===== src/rtl/cfgport_pkg.sv =====
package cfgport_pkg;

  typedef enum logic [1:0] {
    REG_BUS   = 2'd0,
    REG_RFSH  = 2'd1,
    REG_IDENT = 2'd2
  } reg_sel_e;

  // Identification bit dominates; otherwise the pick bit chooses.
  function automatic reg_sel_e decode_sel(input logic id_bit, input logic pick_bit);
    if (id_bit)
      return REG_IDENT;
    else if (pick_bit)
      return REG_RFSH;
    else
      return REG_BUS;
  endfunction

endpackage


===== src/rtl/cfg_strobe_track.sv =====
module cfg_strobe_track
  import cfgport_pkg::*;
#(
  parameter int DATA_W = 16
) (
  input  logic              clk,
  input  logic              rst,
  input  logic              cfg_en,
  input  logic              sync_mode,
  input  logic              ce,
  input  logic              adv,
  input  logic              we,
  input  logic [DATA_W-1:0] val,
  input  logic              id_bit,
  input  logic              pick_bit,
  output logic              cfg_cur,
  output logic              wr_commit,
  output reg_sel_e          wr_sel,
  output logic [DATA_W-1:0] wr_data
);

  logic              adv_q, ce_q, we_q;
  logic              captured_q, lat_q, wr_seen_q;
  logic [DATA_W-1:0] hold_data_q;
  reg_sel_e          hold_sel_q;

  logic any_rise, first_edge, idle, sync_fire, async_fire;

  always_comb begin
    any_rise   = (adv & ~adv_q) | (ce & ~ce_q) | (we & ~we_q);
    first_edge = any_rise & ~captured_q;
    idle       = ~adv & ~ce & ~we;
    cfg_cur    = captured_q ? lat_q : (first_edge & cfg_en);
    sync_fire  = sync_mode & ce_q & ~ce & captured_q & lat_q & wr_seen_q;
    async_fire = ~sync_mode & adv_q & ~adv & ce & we & cfg_cur;
    wr_commit  = sync_fire | async_fire;
    if (sync_fire) begin
      wr_sel  = hold_sel_q;
      wr_data = hold_data_q;
    end else begin
      wr_sel  = decode_sel(id_bit, pick_bit);
      wr_data = val;
    end
  end

  always_ff @(posedge clk) begin
    if (rst) begin
      adv_q       <= 1'b0;
      ce_q        <= 1'b0;
      we_q        <= 1'b0;
      captured_q  <= 1'b0;
      lat_q       <= 1'b0;
      wr_seen_q   <= 1'b0;
      hold_data_q <= '0;
      hold_sel_q  <= REG_BUS;
    end else begin
      adv_q <= adv;
      ce_q  <= ce;
      we_q  <= we;
      if (idle) begin
        captured_q <= 1'b0;
        lat_q      <= 1'b0;
        wr_seen_q  <= 1'b0;
      end else begin
        if (first_edge) begin
          captured_q  <= 1'b1;
          lat_q       <= cfg_en;
          hold_data_q <= val;
          hold_sel_q  <= decode_sel(id_bit, pick_bit);
        end
        if (ce & we)
          wr_seen_q <= 1'b1;
      end
    end
  end

endmodule


===== src/rtl/cfg_reg_bank.sv =====
module cfg_reg_bank
  import cfgport_pkg::*;
#(
  parameter int              DATA_W    = 16,
  parameter logic [DATA_W-1:0] BUS_RST   = 16'h9D4F,
  parameter logic [DATA_W-1:0] RFSH_RST  = 16'h0010,
  parameter logic [DATA_W-1:0] IDENT_VAL = 16'h0A5C
) (
  input  logic              clk,
  input  logic              rst,
  input  logic              wr_commit,
  input  reg_sel_e          wr_sel,
  input  logic [DATA_W-1:0] wr_data,
  input  logic              rd_en,
  input  reg_sel_e          rd_sel,
  output logic [DATA_W-1:0] dq_out,
  output logic              dq_oe
);

  logic [DATA_W-1:0] bus_q, rfsh_q, rd_val;

  always_comb begin
    unique case (rd_sel)
      REG_BUS:  rd_val = bus_q;
      REG_RFSH: rd_val = rfsh_q;
      default:  rd_val = IDENT_VAL;
    endcase
  end

  always_ff @(posedge clk) begin
    if (rst) begin
      bus_q  <= BUS_RST;
      rfsh_q <= RFSH_RST;
      dq_out <= '0;
      dq_oe  <= 1'b0;
    end else begin
      if (wr_commit) begin
        if (wr_sel == REG_BUS)
          bus_q <= wr_data;
        else if (wr_sel == REG_RFSH)
          rfsh_q <= wr_data;
      end
      dq_oe  <= rd_en;
      dq_out <= rd_en ? rd_val : '0;
    end
  end

endmodule


===== src/rtl/cfg_access_port.sv =====
module cfg_access_port
  import cfgport_pkg::*;
#(
  parameter int                ADDR_W    = 20,
  parameter int                DATA_W    = 16,
  parameter int                ID_BIT    = 18,
  parameter int                PICK_BIT  = 19,
  parameter logic [DATA_W-1:0] BUS_RST   = 16'h9D4F,
  parameter logic [DATA_W-1:0] RFSH_RST  = 16'h0010,
  parameter logic [DATA_W-1:0] IDENT_VAL = 16'h0A5C,
  localparam int               BE_W      = DATA_W / 8
) (
  input  logic              clk,
  input  logic              rst,
  input  logic              cfg_en,
  input  logic              sync_mode,
  input  logic              ce,
  input  logic              oe,
  input  logic              we,
  input  logic              adv,
  input  logic [BE_W-1:0]   be,
  input  logic [ADDR_W-1:0] addr,
  output logic [DATA_W-1:0] dq_out,
  output logic              dq_oe
);

  logic              cfg_cur;
  logic              wr_commit;
  reg_sel_e          wr_sel;
  logic [DATA_W-1:0] wr_data;
  logic              rd_en;
  reg_sel_e          rd_sel;
  logic              unused_lanes;

  // Byte lanes and the address bits between the value field and the
  // select bits take no part in register accesses.
  assign unused_lanes = ^{be, addr};

  assign rd_en  = ce & oe & cfg_cur;
  assign rd_sel = decode_sel(addr[ID_BIT], addr[PICK_BIT]);

  cfg_strobe_track #(.DATA_W(DATA_W)) u_track (
    .clk       (clk),
    .rst       (rst),
    .cfg_en    (cfg_en),
    .sync_mode (sync_mode),
    .ce        (ce),
    .adv       (adv),
    .we        (we),
    .val       (addr[DATA_W-1:0]),
    .id_bit    (addr[ID_BIT]),
    .pick_bit  (addr[PICK_BIT]),
    .cfg_cur   (cfg_cur),
    .wr_commit (wr_commit),
    .wr_sel    (wr_sel),
    .wr_data   (wr_data)
  );

  cfg_reg_bank #(
    .DATA_W    (DATA_W),
    .BUS_RST   (BUS_RST),
    .RFSH_RST  (RFSH_RST),
    .IDENT_VAL (IDENT_VAL)
  ) u_bank (
    .clk       (clk),
    .rst       (rst),
    .wr_commit (wr_commit),
    .wr_sel    (wr_sel),
    .wr_data   (wr_data),
    .rd_en     (rd_en),
    .rd_sel    (rd_sel),
    .dq_out    (dq_out),
    .dq_oe     (dq_oe)
  );

endmodule


===== config.mk =====
export PLATFORM = sky130hd
export DESIGN_NAME = cfg_access_port
export DESIGN_NICKNAME = d
export VERILOG_FILES = /design/src/rtl/cfgport_pkg.sv /design/src/rtl/cfg_strobe_track.sv /design/src/rtl/cfg_reg_bank.sv /design/src/rtl/cfg_access_port.sv
export SDC_FILE = /design/constraint.sdc
export NUM_CORES = 1
export LEC_CHECK = 0
export ABC_AREA = 1
export BUFFER_PORTS_ARGS = -buffer_cell sky130_fd_sc_hd__buf_4
export CORE_ASPECT_RATIO = 1.75
export CORE_MARGIN = 2
export CORE_UTILIZATION = 40
export CTS_CLUSTER_DIAMETER = 200
export DETAILED_ROUTE_END_ITERATION = 8
export GPL_ROUTABILITY_DRIVEN = 0
export GPL_TIMING_DRIVEN = 1
export PLACE_DENSITY_LB_ADDON = 0.1
export SYNTH_ARGS = -nofsm -noshare
export SYNTH_HDL_FRONTEND = slang
export SYNTH_SLANG_ARGS = --single-unit

===== constraint.sdc =====
create_clock -name clk -period 2.6 [get_ports clk]
set_input_delay 0.52 -clock clk [delete_from_list [all_inputs] [get_ports clk]]
set_output_delay 0.52 -clock clk [all_outputs]
set_load 0.05 [all_outputs]

==> results by group <==
Floorplan
  – Area of the core: 7230 um^2
  – Rows: 41
  – Io pins: 47
  – DIE AREA: 8220 um^2
  – Die Height: 118 um
  – Starting Density: 0.414
  – Die Span X: 69.4 um

Setup path
  – Crit-path slowest cell: nand3b_1
  – CP arrival: 2080 ps
  – Most common cell on crit path: nand2_1
  – Cells on worst reg2reg path: 8
  – Critical path class: flip-flop to flip-flop
  – Cell chain of the critical path: nand2_1, nand3b_1, buf_4, nand2_2, buf_4, nand2_1, nand2_1, nand3_1
  – CP endpoint kind: flip-flop
  – CP Max Fanout: 34
  – Crit start category: flip-flop
  – CP peak stage delay: 340 ps
  – CP Data Required Time: 2800 ps

Synthesis
  – Post-synth EDFFs: 0
  – Main area contributors after synthesis: dfxtp_1 (49%), nand2_1 (8.9%), a21oi_1 (8.7%)
  – Post-synth top area share: 0.488
  – Cell taking the most area after synthesis: dfxtp_1
  – Post-synthesis sequential area ratio: 0.488
  – Post-synth top flop: dfxtp_1
  – Syn_area_per_cell: 7.58 um^2
  – Syn Nets: 425
  – Yosys warning count: 0
  – Seq cells post-synth: 73
  – Most frequent cell after synthesis: dfxtp_1
  – Netlist Area Pre-Place: 3000 um^2
  – Gate Count Post-Synth: 395
  – Post-synthesis async set-or-reset flop share: 0
  – Post-synth top cells: dfxtp_1 (73), nand2_1 (71), a21oi_1 (52), nand3_1 (45), o21ai_0 (34)
  – Cell variety after synth: 20

Power
  – Peak supply drop: 0.000380 V
  – Pleak: 1.66 nW
  – Pwr dens: 744 nW/um^2

Clock network
  – CTS tree: yes
  – CTS resizes: 0
  – Cts hold-fix bufs: 0
  – Postcts setup bufs: 0
  – CTS max path bufs: 2
  – Num CTS Buffers: 9
  – Reg clk slew, reported paths: 60 ps
  – Clock Latency Late Sink: 330 ps
  – Root Driver: clkbuf_16
  – CTS Sinks: 73
  – H-tree levels: 3

Global routing
  – Initial antenna violation count: 0
  – Largest net degree at the start of global routing: 51
  – Grt ovf: 0
  – Global-route wire length before repair: 11,000 um
  – Vias in the first global route: 2,247
  – GR Util All Layers: 0.169

Route
  – Detailed Route Iter0 Violations: 162
  – Antenna Nets Post-Route: 0
  – Via count: 2,589
  – DRC viols: 0
  – Met3 WL post-DR: 264 um
  – Max Used Layer: met4
  – Via density: 4.94
  – Metal-1 WL: 3030 um
  – Wire per inst: 12.6 um
  – DR pass1 iterations: 4
  – WL final: 6590 um
  – Met2 routed wirelength: 3230 um

Placement
  – I/O Buffers: 42
  – DPL Wire Length: 4320 um
  – Placed cell count: 508

Timing
  – Hold Fails Final Rpt: 0
  – RSZ-0062 raised after global routing: false
  – Clk_skew: 4.86 ps
  – Count of endpoints failing setup in the final report: 0
  – Fmax: 532 MHz
  – Max-slew violations: 0
  – Rel. slew slack: 0.617
  – Fin crit share: 0.723
  – Post-layout minimum cycle time: 1880 ps
  – Worst-margin pin slew: 572 ps
  – Setup TNS: 0 ps

Cells and area
  – Non-Filler Instances: 524
  – Final core utilization: 0.508
  – Syn-to-layout area delta: 22.7%
  – Final net count: 463
  – Fillers: 747
  – Share of cells above drive strength 1: 0.178
  – # diodes: 0

Flow run
  – Maxcap violations: 0

Min path
  – Hold depth: 2
  – Hold Path Class: primary input to flip-flop

Outcome
  – Status: finished, final reports clean
-- where the power goes --
group / switching [mW] / internal [mW]
clock: 0.472 / 0.867
combinational: 0.138 / 0.0805
sequential: 0.0156 / 1.16
total: 0.625 / 2.11
-- final timing paths --
check / startpoint / end / slack [ps]
max: u_track.lat_q / u_bank.rfsh_q[4] / 720
min: rst / u_track.adv_q / 370
max reg2reg: u_track.lat_q / u_bank.rfsh_q[4] / 720
min reg2reg: u_bank.bus_q[0] / u_bank.bus_q[0] / 460
-- cell type report --
| cell class | instances | area [um^2] | share of cell area |
|---|---|---|---|
| inverters | 33 | 124 | 0.0337 |
| multi-input cells | 263 | 1250 | 0.341 |
| clock inverters | 6 | 91.3 | 0.0249 |
| flip-flops and latches | 73 | 1460 | 0.398 |
| well taps | 86 | 108 | 0.0293 |
| clock buffers | 10 | 239 | 0.0650 |
| repair buffers | 53 | 398 | 0.108 |
-- logic make-up after synthesis --
family / synth area share
AO/OA/AOI/OAI: 0.166
buffers and inverters: 0.0936
flip-flops: 0.488
AND/OR/NAND/NOR: 0.252
-- per-stage QoR --
stage / hold slack, ps / power, mW / setup slack (ps) / instance area (um^2)
5_1_grt: 364 / 2.86 / 485 / 3670
3_5_place_dp: 443 / 1.42 / 427 / 3340
3_3_place_gp: 442 / 1.42 / 446 / 3340
2_1_floorplan: 429 / 1.35 / 1010 / 3000
4_1_cts: 363 / 2.77 / 726 / 3670
6_report: 371 / 2.73 / 720 / 3670
-- critical path, delay by kind of cell, from the launching register on --
kind	cells	cell delay, ps
buffers and inverters	2	650
DFF	1	330
and+or+nand+nor	6	750
-- registers in the layout (all words and copies together) (netlist names) --
signal and count:
u_track.captured_q 1, u_track.hold_data_q 16, u_bank.dq_out 16, u_bank.bus_q 16, u_track.lat_q 1, u_track.hold_sel_q 2
u_bank.dq_oe 1, u_track.adv_q 1, u_track.wr_seen_q 1, u_track.ce_q 1, u_bank.rfsh_q 16, u_track.we_q 1
-- cell usage in the layout (no fill, tap or decap), drive strengths merged, types with 6 or more instances in the layout --
master / count
nand2: 75
clkbuf: 10
inv: 33
a21oi: 52
nand3: 45
o22ai: 6
o21ai: 37
dfxtp: 73
buf: 53
nor2: 34
nand3b: 12
-- per-layer routing --
metal  vias up  global-route usage
met3         6              0.0529
met2        50               0.273
met4         0              0.0625
met1      1155               0.209
met5         -                   0
li1       1378                   -
Note: power is estimated with default switching activity, not from simulation.
